### src/rtl/llgov_pkg.sv
package llgov_pkg;

    typedef enum logic [1:0] {
        MODE_PWM   = 2'b00,
        MODE_BURST = 2'b01,
        MODE_HOLD  = 2'b10
    } mode_e;

    typedef struct packed {
        logic fb_lo;    // feedback at/below burst-low
        logic fb_hi;    // feedback at/above burst-high
        logic fb_qual;  // feedback low enough to qualify holdup
        logic sup_lo;   // supply at/below holdup entry
        logic sup_ok;   // supply at/above holdup exit
    } cmp_flags_t;

    localparam int FLAG_W = $bits(cmp_flags_t);

    // Mode decision taken on an oscillator tick
    function automatic mode_e next_mode(mode_e cur, cmp_flags_t f);
        mode_e nm;
        nm = cur;
        unique case (cur)
            MODE_HOLD: begin
                if (f.sup_ok || !f.fb_qual)
                    nm = f.fb_hi ? MODE_PWM : MODE_BURST;
            end
            MODE_BURST: begin
                if (f.sup_lo && f.fb_qual)      nm = MODE_HOLD;
                else if (f.fb_hi)               nm = MODE_PWM;
            end
            default: begin
                if (f.sup_lo && f.fb_qual)      nm = MODE_HOLD;
                else if (f.fb_lo)               nm = MODE_BURST;
            end
        endcase
        return nm;
    endfunction

endpackage

### src/rtl/llgov_sync.sv
module llgov_sync #(
    parameter int W      = 5,
    parameter int STAGES = 2
) (
    input  logic         clk,
    input  logic         rst,
    input  logic [W-1:0] d,
    output logic [W-1:0] q
);
    logic [STAGES-1:0][W-1:0] stg_q;

    always_ff @(posedge clk) begin
        if (rst) begin
            stg_q <= '0;
        end else begin
            stg_q[0] <= d;
            for (int s = 1; s < STAGES; s++)
                stg_q[s] <= stg_q[s-1];
        end
    end

    assign q = stg_q[STAGES-1];

endmodule

### src/rtl/llgov_mode_fsm.sv
module llgov_mode_fsm
    import llgov_pkg::*;
(
    input  logic       clk,
    input  logic       rst,
    input  logic       tick,
    input  cmp_flags_t flags_s,
    output mode_e      mode
);
    mode_e mode_q;

    always_ff @(posedge clk) begin
        if (rst)
            mode_q <= MODE_PWM;
        else if (tick)
            mode_q <= next_mode(mode_q, flags_s);
    end

    assign mode = mode_q;

    AST_MODE_ONLY_AT_TICK: assert property (@(posedge clk) disable iff (rst)
        !tick |=> $stable(mode_q));
    AST_LEGAL_CODE: assert property (@(posedge clk) disable iff (rst)
        mode_q != 2'b11);
    AST_BURST_EXIT: assert property (@(posedge clk) disable iff (rst)
        (tick && mode_q == MODE_BURST && flags_s.fb_hi && !(flags_s.sup_lo && flags_s.fb_qual))
        |=> mode_q == MODE_PWM);
    AST_HOLD_PRIORITY: assert property (@(posedge clk) disable iff (rst)
        (tick && mode_q != MODE_HOLD && flags_s.sup_lo && flags_s.fb_qual)
        |=> mode_q == MODE_HOLD);

endmodule

### src/rtl/llgov_holdup_pacer.sv
module llgov_holdup_pacer #(
    parameter int HOLD_TICKS = 8,
    parameter int MIN_ON_CYC = 3
) (
    input  logic clk,
    input  logic rst,
    input  logic tick,
    input  logic in_hold,
    output logic force_o
);
    localparam int CW = (HOLD_TICKS > 1) ? $clog2(HOLD_TICKS) : 1;

    logic [CW-1:0] cnt_q;
    logic          fire;

    // Tick counter runs only inside holdup, restarts on every entry
    always_ff @(posedge clk) begin
        if (rst || !in_hold)
            cnt_q <= '0;
        else if (tick)
            cnt_q <= (cnt_q == CW'(HOLD_TICKS - 1)) ? '0 : cnt_q + 1'b1;
    end

    assign fire = tick && in_hold && (cnt_q == '0);

    // Width stretcher for the minimum on-time
    generate
        if (MIN_ON_CYC > 1) begin : g_stretch
            localparam int SW = $clog2(MIN_ON_CYC);
            logic [SW-1:0] st_q;

            always_ff @(posedge clk) begin
                if (rst)
                    st_q <= '0;
                else if (fire)
                    st_q <= SW'(MIN_ON_CYC - 1);
                else if (st_q != '0)
                    st_q <= st_q - 1'b1;
            end

            assign force_o = fire || (st_q != '0);

            AST_PULSE_HELD: assert property (@(posedge clk) disable iff (rst)
                fire |=> force_o);
        end else begin : g_single
            assign force_o = fire;
        end
    endgenerate

    AST_FORCE_IN_HOLD: assert property (@(posedge clk) disable iff (rst)
        $rose(force_o) |-> in_hold);

endmodule

### src/rtl/lightload_mode_governor.sv
module lightload_mode_governor
    import llgov_pkg::*;
#(
    parameter int HOLD_TICKS  = 8,
    parameter int MIN_ON_CYC  = 3,
    parameter int SYNC_STAGES = 2
) (
    input  logic       clk,
    input  logic       rst,
    input  logic       osc_tick,
    input  logic       fb_below_lo,
    input  logic       fb_above_hi,
    input  logic       fb_below_qual,
    input  logic       vdd_below_entry,
    input  logic       vdd_above_exit,
    output logic       pwm_clk,
    output logic       blank,
    output logic       force_pulse,
    output logic [1:0] mode
);
    cmp_flags_t flags_raw;
    cmp_flags_t flags_s;
    logic [FLAG_W-1:0] flags_s_vec;
    mode_e      mode_cur;

    assign flags_raw = '{fb_lo:   fb_below_lo,
                         fb_hi:   fb_above_hi,
                         fb_qual: fb_below_qual,
                         sup_lo:  vdd_below_entry,
                         sup_ok:  vdd_above_exit};

    // resynchronize every comparator flag
    llgov_sync #(.W(FLAG_W), .STAGES(SYNC_STAGES)) i_sync (
        .clk (clk),
        .rst (rst),
        .d   (flags_raw),
        .q   (flags_s_vec)
    );
    assign flags_s = cmp_flags_t'(flags_s_vec);

    llgov_mode_fsm i_fsm (
        .clk     (clk),
        .rst     (rst),
        .tick    (osc_tick),
        .flags_s (flags_s),
        .mode    (mode_cur)
    );

    llgov_holdup_pacer #(.HOLD_TICKS(HOLD_TICKS), .MIN_ON_CYC(MIN_ON_CYC)) i_pacer (
        .clk     (clk),
        .rst     (rst),
        .tick    (osc_tick),
        .in_hold (mode_cur == MODE_HOLD),
        .force_o (force_pulse)
    );

    // regular ticks pass only in PWM mode
    assign pwm_clk = osc_tick && (mode_cur == MODE_PWM);
    assign blank   = (mode_cur != MODE_PWM);
    assign mode    = mode_cur;

    AST_CLK_BLANKED: assert property (@(posedge clk) disable iff (rst)
        blank |-> !pwm_clk);
    AST_NO_CLK_WHILE_FORCED: assert property (@(posedge clk) disable iff (rst)
        force_pulse |-> !pwm_clk);

endmodule

### config.mk
export PLATFORM = sky130hd
export DESIGN_NAME = lightload_mode_governor
export DESIGN_NICKNAME = d
export VERILOG_FILES = /design/src/rtl/llgov_pkg.sv /design/src/rtl/llgov_sync.sv /design/src/rtl/llgov_mode_fsm.sv /design/src/rtl/llgov_holdup_pacer.sv /design/src/rtl/lightload_mode_governor.sv
export SDC_FILE = /design/constraint.sdc
export NUM_CORES = 1
export LEC_CHECK = 0
export BUFFER_PORTS_ARGS = -buffer_cell sky130_fd_sc_hd__buf_2
export CAP_MARGIN = 10
export CORE_MARGIN = 2
export CORE_UTILIZATION = 33
export DETAILED_ROUTE_END_ITERATION = 10
export SLEW_MARGIN = 40
export SYNTH_ARGS = -nofsm -noshare
export SYNTH_HDL_FRONTEND = slang
export SYNTH_SLANG_ARGS = --single-unit
### constraint.sdc
create_clock -name clk -period 1.15 [get_ports clk]
set_input_delay 0.23 -clock clk [delete_from_list [all_inputs] [get_ports clk]]
set_output_delay 0.23 -clock clk [all_outputs]
set_load 0.02 [all_outputs]
# [After elaboration in Yosys (flattened, before gate mapping)]
# Cells that the tools add are included.
[totals] inputBits=8 regBits=17 word_cells=40
[op_classes] addsub=2 mux=10 n_eq_ne=5 reduce_logical=17
[ops] cell="2-bit 2-to-1 mux" n=7
[ops] cell="2-bit nonzero test" n=3
[ops] cell="1-bit logical AND" n=4
[ops] cell="2-bit case mux with 2 select lines" n=1
[ops] cell="4-bit AND reduction" n=1
[ops] cell="4-bit nonzero test" n=1
[ops] cell="3-bit by 1-bit adder with 3-bit output (second input constant)" n=1
[ops] cell="3-bit equality test (second input constant)" n=1
[ops] cell="3-bit logical NOT" n=1
[ops] cell="1-bit logical OR" n=3
[ops] cell="3-bit 2-to-1 mux" n=1
[ops] cell="3-bit by 2-bit != test with 1-bit output (second input constant)" n=1
[ops] cell="2-bit by 1-bit equality test with 1-bit output (second input constant)" n=1
[ops] cell="2-bit equality test (second input constant)" n=1
[ops] cell="1-bit logical NOT" n=2
[ops] cell="2-bit logical NOT" n=1
[ops] cell="2-bit != test (second input constant)" n=1
[ops] cell="2-bit OR reduction" n=1
[ops] cell="2-bit by 1-bit subtractor with 2-bit output (second input constant)" n=1
[ops] cell="1-bit 2-to-1 mux" n=1

# [Longest topological paths before layout]
# Gate-level depths: netlist (run 1).
[logic_depth] word_depth=4 mapped_depth=5 mapped_depth_nobuf=5

# [By module]
# Synthesis (run 1) repeated with hierarchy kept, for this count alone.
[unflattened] cells_unflattened=72 hier_area_um2=721.9
[modules_own_cells] mod="llgov_sync" instances=1 cells_each=25 seq_area_each_um2=200.2 area_each_um2=300.3
[modules_own_cells] mod="llgov_holdup_pacer" instances=1 cells_each=24 seq_area_each_um2=100.1 area_each_um2=244.0
[modules_own_cells] mod="llgov_mode_fsm" instances=1 cells_each=20 seq_area_each_um2=40.0 area_each_um2=155.1
[modules_own_cells] mod="lightload_mode_governor" instances=1 cells_each=3 seq_area_each_um2=0.0 area_each_um2=22.5

# [Least setup slack after synthesis (run 1)]
# OpenSTA, ideal clock, no wires.
[synth_path] path_type="flip-flop to flip-flop" start="register i_fsm.mode_q[0], in the netlist i_fsm.mode[0]" end="register i_fsm.mode_q[0], in the netlist i_fsm.mode[0]" path_slack_ps=-319 synth_period_minus_slack_ps=1469 path_buffers=0 arrival_ps=1397 required_time_ps=1078 stages_incl_launch_ff=6 path_cell_list="dfxtp_1 -> inv_1 -> ha_1 -> o21ba_2 -> o221ai_2 -> mux2i_1"
[synth_via] elab_chain_len=3
[synth_lines] element="from (decl)" line_no="llgov_mode_fsm.sv:10" source="mode_e mode_q;"
[synth_lines] element="from (signal assigned)" line_no="llgov_mode_fsm.sv:16" source="mode_q <= next_mode(mode_q, flags_s);"
[synth_lines] element="2-bit by 1-bit equality test with 1-bit output or 2-bit equality test (tied branches)" line_no="llgov_pkg.sv:23" source="unique case (cur)"
[synth_lines] element="3-bit by 2-bit != test with 1-bit output (no source line) (tied with other cells)"
[synth_lines] element="4-bit AND reduction (no source line)"
# Parallel ways exist; a longest one is shown, timed or not.
# A chain may end at the register's enable or synchronous reset.

# [Worst setup path after layout (run 1)]
[layout_path] start="register i_fsm.mode_q[0], in the netlist i_fsm.mode[0]" end="output force_pulse"
[layout_via] elab_chain_len=4
[layout_lines] element="2-bit equality test" line_no="lightload_mode_governor.sv:53" source=".in_hold (mode_cur == MODE_HOLD),"
[layout_lines] element="1-bit logical AND (2 in a row)" line_no="llgov_holdup_pacer.sv:24" source="assign fire = tick && in_hold && (cnt_q == '0);"
[layout_lines] element="1-bit logical OR" line_no="llgov_holdup_pacer.sv:41" source="assign force_o = fire || (st_q != '0);"
[layout_lines] element="to (decl)" line_no="lightload_mode_governor.sv:18" source="output logic force_pulse,"
# Every way passes these cells.

==> metrics.md, run 1 <==
| Metric | Value |
|---|---|
| Status | `complete, but fails checks` |
| Failing checks | `setup timing` |
| Ports | `13` |
| Cell variety after synth | `18` |
| Filler Cells Inserted | `170` |
| Layout cells sized above 1 | `51.5%` |
| Worst slew margin | `81.2%` |
| Required time worst endpoint | `920 ps` |
| Final slew viol count | `0` |
| Vias in the first global route | `562` |
| Final Skew | `2.28 ps` |
| Die Height | `50.7 um` |
| Yosys top cell by area | `dfxtp_1` |
| Leakage | `0.462 nW` |
| Setup violations, final | `6` |
| Routed Wire Length | `1360 um` |
| Max FO, Critical Path | `2` |
| Core area | `0.00200 mm^2` |
| Pre-CTS setup slack | `-155 ps` |
| Clock buffer count from CTS | `3` |
| CP endpoint kind | `output port` |
| GRT Overall Usage | `13.0%` |
| Std-Cell Rows | `16` |
| Later-pin clock latency in the skew report | `290 ps` |
| Routed length per placed instance | `11.0 um` |
| WS Path Type | `reg2out` |
| PortBufs | `12` |
| Vias per cell | `4.37` |
| Reg area | `350 um^2` |
| CP max stage cell | `dfxtp_4` |
| Sequential fraction of the synthesis area | `47.4%` |
| Worst reg2reg endpoint | `i_fsm.mode[0]$_SDFFE_PP0P_` |
| Synth Register Bits | `17` |
| Largest net degree at the start of global routing | `18` |
| Drt drc | `0` |
| HP Class | `in2reg` |
| Starting Density | `35.9%` |
| Hold_sp | `fb_below_lo` |
| Synth area leaders | `dfxtp_1 47%, ha_1 12%, nor2b_1 9.6%` |
| Setup_tns | `-1860 ps` |
| Routed Antenna Nets | `0` |
| Fin. Hold Viols | `0` |
| GPL Wtd Cong | `0.771` |
| R2R setup slack | `-330 ps` |
| Startpoint types | `register` |
| CP delay by family, top | `flip-flops` |
| Max-cap violations | `0` |
| Yosys warnings | `0` |
| CTS Root Cell | `clkbuf_4` |
| CTS tree | `built` |
| Router iterations before antenna repair | `4` |
| Worst-path cell chain | `inv_4, ha_4, nand4b_1, nor2b_4, nand2b_1, buf_6` |
| First-pass GRT wire length | `2430 um` |
| Initial antenna violation count | `0` |
| Multi-input gate area | `465 um^2` |
| Worst Path Buf+Inv | `2` |
| Hold Crit Depth | `2` |
| 1st-iter DRT viols | `3` |
| P&R area growth vs syn | `51.6%` |
| Slew of the pin with the lowest slew margin | `282 ps` |
| Share of the synthesized area in the top cell type | `47.4%` |
| Synth Instances | `70` |
| Mapped cell area | `718 um^2` |
| Overflow after GRT | `0` |
| Nets | `113` |
| PnR worst setup slack | `-387 ps` |
| Hold worst-path end | `i_sync.stg_q[4]$_SDFF_PP0_` |
| Peak supply drop | `671 uV` |
| Die X | `50.7 um` |
| Reg-to-Reg Start | `i_fsm.mode[0]$_SDFFE_PP0P_` |
| CP Data Arrival Time | `1310 ps` |
| Minimum clock period | `1540 ps` |
| Number of H-tree levels | `1` |
| RSZ-0062 raised after global routing | `yes` |
| Fmax | `651 MHz` |
| Number of diodes | `0` |
| CTS clk-pin slew, worst paths | `100 ps` |
| Clock sink count | `17` |
| FF-to-FF path depth | `7` |
| Max Root-Sink Buffers | `2` |
| Mapped Nets | `85` |
| Pwr per Cell Area | `966 mW/mm^2` |
| CP peak stage delay | `370 ps` |
| DR vias | `542` |
| Post-DP HPWL | `919 um` |
| Die area | `0.00257 mm^2` |
| Synthesized area per cell | `10.3 um^2` |
| Tcrit/Tclk final | `134%` |
## cell usage in the layout, fill, tap and decap left out
cell	n
dfxtp_1	13
nor2b_1	10
buf_4	10
buf_2	8
ha_4	6
buf_6	6
nand2b_1	5
inv_4	3
inv_2	3
nand2_1	3
mux2i_1	3
a21oi_1	3
clkbuf_4	3
nand4b_1	2
nor2_1	2
and3b_1	2
dfxtp_4	2
dfxtp_2	2
nor2b_4	1
inv_1	1
nor2_2	1
o21ba_4	1
a22o_1	1
o221ai_4	1
a21oi_2	1
o21bai_1	1
nand3b_1	1
nor3b_2	1
ha_2	1
## cells by family (layout without fill, tap and decap cells)
| logic type | Yosys count | in the layout | share of synthesized area (%) |
|---|---|---|---|
| AO/OA/AOI/OAI | 8 | 8 | 8.54 |
| adder cells (fa/ha/maj) | 7 | 7 | 12.2 |
| buffers and inverters | 7 | 34 | 3.66 |
| flip-flops | 17 | 17 | 47.4 |
| multiplexers | 3 | 3 | 4.18 |
| AND/OR/NAND/NOR | 28 | 28 | 24.0 |
## stage by stage
stage          utilization (%)  power (mW)  hold WS, ps  std cells  cell area [um^2]
2_1_floorplan                -       0.671          302         70               736
3_3_place_gp              43.5       0.706          419        114               871
3_5_place_dp              43.5       0.708          422        114               871
4_1_cts                   53.5        1.06          131        125              1070
5_1_grt                   54.4        1.11          125        124              1090
6_report                  54.4        1.05          142        124              1090
## Yosys cell counts
cell	instances
a21oi_1	4
a22o_1	1
and3b_1	2
clkbuf_1	1
dfxtp_1	17
ha_1	7
inv_1	6
mux2i_1	3
nand2_1	3
nand2b_1	5
nand3b_1	1
nand4b_1	2
nor2_1	3
nor2b_1	11
nor3b_1	1
o21ba_2	1
o21bai_1	1
o221ai_2	1
## cell type report
class                   count  share of cell area, %
repair buffers             24                   16.8
inverters                   6                   2.53
multi-input cells          46                   42.8
clock buffers               3                   2.07
well taps                  27                   3.10
flip-flops and latches     17                   32.2
clock inverters             1                  0.575
## per-layer routing
metal / vias up / global-route usage, % / routed length (um)
met1: 245 / 14.6 / 632
met3: 2 / 4.76 / 53
li1: 284 / - / -
met4: 0 / 5.41 / 13
met5: - / 0 / 0
met2: 11 / 22.1 / 664
## flip-flops by register name, summed over array words and instances, names as in the netlist
name                    cells
i_sync.q                    5
i_sync.stg_q                5
i_pacer.cnt_q               3
i_pacer.g_stretch.st_q      2
i_fsm.mode                  2
## timing repair
item	CTS	global route
resized for setup	28	5
buffers inserted	7	3
endpoints found under the setup margin	10	10
hold buffers	0	0
pin swaps	6	8
## worst max-delay path by stage
stage / depth (start not counted) / end / start
2_1_floorplan: 5 / i_fsm.mode[0]$_SDFFE_PP0P_ / i_fsm.mode[0]$_SDFFE_PP0P_
3_3_place_gp: 5 / i_fsm.mode[0]$_SDFFE_PP0P_ / i_fsm.mode[1]$_SDFFE_PP0P_
3_5_place_dp: 5 / i_fsm.mode[0]$_SDFFE_PP0P_ / i_fsm.mode[1]$_SDFFE_PP0P_
4_1_cts: 6 / force_pulse / i_fsm.mode[0]$_SDFFE_PP0P_
5_1_grt: 6 / force_pulse / i_fsm.mode[0]$_SDFFE_PP0P_
6_report: 6 / force_pulse / i_fsm.mode[0]$_SDFFE_PP0P_
## report_power, final
part	total (mW)	switching (mW)	internal, mW
clock	0.328	0.194	0.134
sequential	0.610	0.00716	0.603
combinational	0.114	0.0496	0.0640
total	1.05	0.251	0.801
Power figures use the tool's default switching activity.
==> run 2, diff against run 1 <==
SETUP_SLACK_MARGIN = 0.2   (was not set)
==> metrics.md, run 2 (synthesis gave the netlist of run 1 again) <==
| Metric | Value |
|---|---|
| Max FO, Critical Path | `2 (unchanged)` |
| Fmax | `648 MHz (-0.44%)` |
| Router iterations before antenna repair | `3 (-1)` |
| CP peak stage delay | `380 ps (about the same)` |
| First-pass GRT wire length | `2100 um (-14%)` |
| Commonest non-fill, non-tap cell in the layout | `dfxtp_1` |
| Slew of the pin with the lowest slew margin | `267 ps (-14.4 ps)` |
| Cell Area, Placed | `916 um^2 (+5.2%)` |
| Final Skew | `5.28 ps (+3.00 ps)` |
| Number of diodes | `0 (unchanged)` |
| Die X | `50.7 um (unchanged)` |
| CTS Root Cell | `clkbuf_4` |
| Required time worst endpoint | `920 ps (about the same)` |
| Post-CTS Hold Buffers | `0 (unchanged)` |
| CP Data Arrival Time | `1310 ps (about the same)` |
| Filler Cells Inserted | `182 (+7.1%)` |
| Layout cells sized above 1 | `50.5% (-1.0 points)` |
| Worst-path cell chain | `inv_4, ha_4, nand4b_1, nor2b_4, nand2b_1, buf_6` |
| Clock sink count | `17 (unchanged)` |
| Failing checks | `setup timing` |
| Vias in the first global route | `459 (-18%)` |
| Minimum clock period | `1540 ps (+6.77 ps)` |
| Setup violations, final | `7 (+1)` |
| Number of H-tree levels | `1 (unchanged)` |
| Post-DP HPWL | `903 um (-1.8%)` |
| Initial antenna violation count | `0 (unchanged)` |
| Final slew viol count | `0 (unchanged)` |
| CTS tree | `built` |
| RSZ-0062 raised after global routing | `yes` |
| CP max stage cell | `dfxtp_4` |
| CP delay by family, top | `flip-flops` |
| P&R area growth vs syn | `55.9%` |
| 1st-iter DRT viols | `4 (+1)` |
| Die area | `0.00257 mm^2 (unchanged)` |
| Peak supply drop | `697 uV (+3.9%)` |
| Vias per cell | `4.47 (+2.2%)` |
| Max Root-Sink Buffers | `2 (unchanged)` |
| Nets | `113 (unchanged)` |
| Routed Antenna Nets | `0 (unchanged)` |
| Status | `complete, but fails checks` |
| DR vias | `554 (+2.2%)` |
| Drt drc | `0 (unchanged)` |
| Worst slew margin | `82.2% (+0.96 points)` |
| Routed Wire Length | `1260 um (-7.3%)` |
| Later-pin clock latency in the skew report | `290 ps (about the same)` |
| Leakage | `0.471 nW (+1.9%)` |
| GRT Overall Usage | `11.5% (-1.5 points)` |
| Tcrit/Tclk final | `134% (+0.59 points)` |
| Power Total | `1.06 mW (+0.64%)` |
| Worst Path Buf+Inv | `2 (unchanged)` |
| WS Path Type | `reg2out` |
| Pwr per Cell Area | `945 mW/mm^2 (-2.2%)` |
| HP Class | `in2reg` |
| Startpoint types | `register` |
| Post-route cell area | `0.00112 mm^2 (+2.9%)` |
| Max-cap violations | `0 (unchanged)` |
| Std-Cell Rows | `16 (unchanged)` |
| PnR worst setup slack | `-394 ps (-6.77 ps)` |
| Most frequent cells in the layout | `13 x dfxtp_1, 10 x nor2b_1, 10 x buf_6` |
| CTS clk-pin slew, worst paths | `100 ps (about the same)` |
| Die Height | `50.7 um (unchanged)` |
| Overflow after GRT | `0 (unchanged)` |
| Routed length per placed instance | `10.2 um (-7.3%)` |
| Core area | `0.00200 mm^2 (unchanged)` |
| PortBufs | `12 (unchanged)` |
| Fin. Hold Viols | `0 (unchanged)` |
| Ports | `13 (unchanged)` |
| Starting Density | `35.9% (unchanged)` |
| Largest net degree at the start of global routing | `18 (unchanged)` |
| CP endpoint kind | `output port` |
| GPL Wtd Cong | `0.778 (+0.86%)` |
| Clock buffer count from CTS | `3 (unchanged)` |
==> run 2: changes by cell type in the layout (fill, tap and decap cells not counted) <==
cell,previous run,this run
ha_4,6,7
buf_4,10,7
a21oi_2,1,0
buf_6,6,10
buf_2,8,7
nor2_2,1,0
nor2_4,0,1
a21oi_1,3,4
inv_2,3,2
ha_2,1,0
inv_4,3,4
==> run 2: power breakdown <==
group / switching [mW] / total (mW) / internal (mW)
Combinational: 0.0513 / 0.119 / 0.0676
Sequential: 0.00761 / 0.610 / 0.603
Clock: 0.195 / 0.329 / 0.134
==> run 2: per-stage QoR <==
stage	util (%)	instances	setup WS (ps)	hold slack (ps)	TNS (ps)
final	55.9	124	-394	134	-1840
after floorplan	-	70	-116	302	-335
after CTS	53.6	123	-391	129	-1770
after detailed placement	45.8	115	-158	422	-445
after global routing	55.9	124	-483	115	-2250
after global placement	45.8	115	-154	419	-415
==> run 2: area by class of cell <==
class	count	area [um^2]	area share (%)
clock inverter	1	6.26	0.559
clock buffer	3	22.5	2.01
inverter	6	30.0	2.68
multi-input combinational	46	477	42.6
timing repair buffer	24	200	17.9
sequential	17	350	31.3
tap	27	33.8	3.02
==> run 2: worst reg2reg max path, stage by stage (launching register included) <==
cell	delay [ps]
dfxtp_4	370
buf_6	110
buf_6	120
ha_4	150
a22o_1	220
o221ai_4	210
mux2i_1	210
==> run 2: final timing paths <==
check,cells after the start,start,end,slack [ps]
worst max-delay path,6,i_fsm.mode[0]$_SDFFE_PP0P_,force_pulse,-390
worst min register to register,1,i_sync.stg_q[2]$_SDFF_PP0_,i_sync.q[2]$_SDFF_PP0_,440
worst min-delay path,2,vdd_above_exit,i_sync.stg_q[0]$_SDFF_PP0_,130
worst max register to register,6,i_fsm.mode[0]$_SDFFE_PP0P_,i_fsm.mode[0]$_SDFFE_PP0P_,-300
==> run 2: timing repair <==
action                     in CTS  in global routing
gates resized for setup        25                  6
setup endpoints to repair      11                 11
buffers inserted                4                  1
pin swaps                       3                  5
==> run 2: layer usage <==
layer  up-vias  track usage (%)  wire, um
met2        15             17.5       565
li1        284                -         -
met3         3             4.46        74
met5         -                0         0
met1       252             14.6       613
met4         0             4.05        10
==> run 3, diff against run 2 <==
==> constraint.sdc (replaced) <==
create_clock -name clk -period 1.15 [get_ports clk]
set_input_delay 0.0575 -clock clk [delete_from_list [all_inputs] [get_ports clk]]
set_output_delay 0.0575 -clock clk [all_outputs]
set_load 0.02 [all_outputs]
==> metrics.md, run 3 (synthesis gave the netlist of run 1 again) <==
| Metric | Value |
|---|---|
| Die area | `0.00257 mm^2 (unchanged)` |
| R2R setup slack | `-210 ps (+90 ps)` |
| WS Path Type | `reg2out` |
| Largest net degree at the start of global routing | `18 (unchanged)` |
| Routed Wire Length | `1280 um (+1.1%)` |
| Routed Antenna Nets | `0 (unchanged)` |
| Commonest non-fill, non-tap cell in the layout | `dfxtp_1` |
| Pre-CTS setup slack | `-132 ps (+25.7 ps)` |
| Required time worst endpoint | `1090 ps (+170 ps)` |
| CTS clk-pin slew, worst paths | `100 ps (about the same)` |
| Worst Path Buf+Inv | `2 (unchanged)` |
| Max FO, Critical Path | `3 (+1)` |
| CP endpoint kind | `output port` |
| Overflow after GRT | `0 (unchanged)` |
| Most frequent cells in the layout | `13 x dfxtp_1, 10 x nor2b_1, 8 x buf_2, 8 x buf_6, 7 x buf_4` |
| Later-pin clock latency in the skew report | `280 ps (about the same)` |
| GRT Overall Usage | `12.1% (+0.58 points)` |
| HP Class | `in2reg` |
| Max-cap violations | `0 (unchanged)` |
| Cell Area, Placed | `883 um^2 (-3.6%)` |
| Initial antenna violation count | `0 (unchanged)` |
| Router iterations before antenna repair | `4 (+1)` |
| Number of diodes | `0 (unchanged)` |
| Die Height | `50.7 um (unchanged)` |
| Core area | `0.00200 mm^2 (unchanged)` |
| Final core occ | `55.8% (-0.19 points)` |
| RSZ-0062 raised after global routing | `yes` |
| FF-to-FF path depth | `5 (-1)` |
| Worst-path cell chain | `inv_4, ha_4, nand4b_1, nor2b_4, nand2b_1, buf_6` |
| CP endpoint | `force_pulse` |
| Clock buffer count from CTS | `3 (unchanged)` |
| Filler Cells Inserted | `186 (+2.2%)` |
| Minimum clock period | `1390 ps (-151 ps)` |
| Setup_tns | `-1320 ps (+517 ps)` |
| PnR worst setup slack | `-243 ps (+151 ps)` |
| Vias per cell | `4.34 (-2.8%)` |
| P&R area growth vs syn | `55.4%` |
| CP Data Arrival Time | `1340 ps (+30 ps)` |
| Post-route cell area | `0.00112 mm^2 (-0.33%)` |
| GPL Wtd Cong | `0.728 (-6.4%)` |
| Final Skew | `3.85 ps (-1.43 ps)` |
| Setup violations, final | `8 (+1)` |
| Tcrit/Tclk final | `121% (-13 points)` |
| Number of H-tree levels | `1 (unchanged)` |
| Final slew viol count | `0 (unchanged)` |
| Routed length per placed instance | `9.91 um (-2.8%)` |
| Reg-to-Reg Start | `i_fsm.mode[0]$_SDFFE_PP0P_` |
| Layout cells sized above 1 | `46.1% (-4.4 points)` |
| DR vias | `560 (+1.1%)` |
| CP Launch Point | `i_fsm.mode[0]$_SDFFE_PP0P_` |
| Final non-filler cell total | `129 (+4.0%)` |
| WL met2 | `614 um (+8.7%)` |
| Nets | `118 (+4.4%)` |
| CP Depth | `6 (unchanged)` |
| Met3 wire length | `45 um (-39%)` |
| Status | `complete, but fails checks` |
| CP max stage cell | `dfxtp_4` |
| CTS tree | `built` |
| PortBufs | `12 (unchanged)` |
| CTS Root Cell | `clkbuf_4` |
| Worst reg2reg endpoint | `i_fsm.mode[1]$_SDFFE_PP0P_` |
| Leakage | `0.480 nW (+1.9%)` |
| CP delay by family, top | `flip-flops` |
| Fin. Hold Viols | `0 (unchanged)` |
| 1st-iter DRT viols | `4 (unchanged)` |
| Ports | `13 (unchanged)` |
| Placed Cells | `110 (-4.3%)` |
| Drt drc | `0 (unchanged)` |
| Slew of the pin with the lowest slew margin | `269 ps (+1.21 ps)` |
| Failing checks | `setup timing` |
| CP peak stage delay | `370 ps (about the same)` |
| Fmax | `718 MHz (+11%)` |
| Vias in the first global route | `586 (+28%)` |
| Worst slew margin | `82.1% (about the same)` |
| Clock sink count | `17 (unchanged)` |
| Die X | `50.7 um (unchanged)` |
| Pwr per Cell Area | `917 mW/mm^2 (-3.0%)` |
| Starting Density | `35.9% (unchanged)` |
| Peak supply drop | `514 uV (-26%)` |
| Top layer in use | `met4` |
| Max Root-Sink Buffers | `2 (unchanged)` |
| Met1 Routed Length | `603 um (-1.6%)` |
| First-pass GRT wire length | `2260 um (+7.9%)` |
| Std-Cell Rows | `16 (unchanged)` |
| Startpoint types | `register` |
| Post-DP HPWL | `862 um (-4.6%)` |
[run 3: cell count changes in the layout (fill, tap and decap cells not counted), sizes merged]
cell         delta
dlygate4sd3     +5
clkbuf          +1
inv             -1
[run 3: worst min path at each step]
stage / from / end / slack (ps) / cells past startpoint
after floorplan: rst / i_sync.stg_q[4]$_SDFF_PP0_ / 130 / 1
after global placement: fb_above_hi / i_sync.stg_q[3]$_SDFF_PP0_ / 270 / 2
after detailed placement: fb_below_lo / i_sync.stg_q[4]$_SDFF_PP0_ / 270 / 2
after CTS: osc_tick / i_pacer.cnt_q[1]$_SDFFE_PP0P_ / 80 / 3
after global routing: osc_tick / i_pacer.cnt_q[1]$_SDFFE_PP0P_ / 110 / 3
final: osc_tick / i_pacer.cnt_q[1]$_SDFFE_PP0P_ / 100 / 3
[run 3: power by group]
group	total [mW]	leakage, nW	switching (mW)	internal, mW
Sequential	0.610	0.142	0.00691	0.603
Combinational	0.104	0.323	0.0446	0.0589
Clock	0.310	0.0150	0.176	0.135
Total	1.02	0.480	0.227	0.796
[run 3: cell type report]
cell class                      instances  area [um^2]  area share (%)
Sequential cell                        17          350            31.4
Timing Repair Buffer                   29          253            22.6
Tap cell                               27         33.8            3.03
Inverter                                6         27.5            2.47
Multi-Input combinational cell         46          425            38.1
Clock buffer                            4         26.3            2.35
[run 3: worst min-delay path, stage by stage]
cell and delay, ps:
buf_2 150, nand3b_1 90, a21oi_1 50
[run 3: repair_timing]
| action | in CTS | in global routing |
|---|---|---|
| setup buffers | 8 | 2 |
| hold buffers | 5 | 0 |
| endpoints found under the hold margin | 5 | 0 |
| pin swaps | 6 | 4 |
| setup endpoints to repair | 10 | 11 |
| resized for setup | 20 | 3 |
[run 3: routing by layer]
metal / GRT usage, % / up-vias
li1: - / 294
met1: 13.2 / 251
met2: 20.0 / 13
met3: 3.57 / 2
met4: 8.11 / 0
met5: 0 / -
[run 3: through the flow]
step	hold WS [ps]	power, mW
4_1_cts	82.5	1.04
6_report	97.3	1.02
5_1_grt	114	1.08
2_1_floorplan	129	0.672
3_5_place_dp	269	0.702
3_3_place_gp	267	0.701
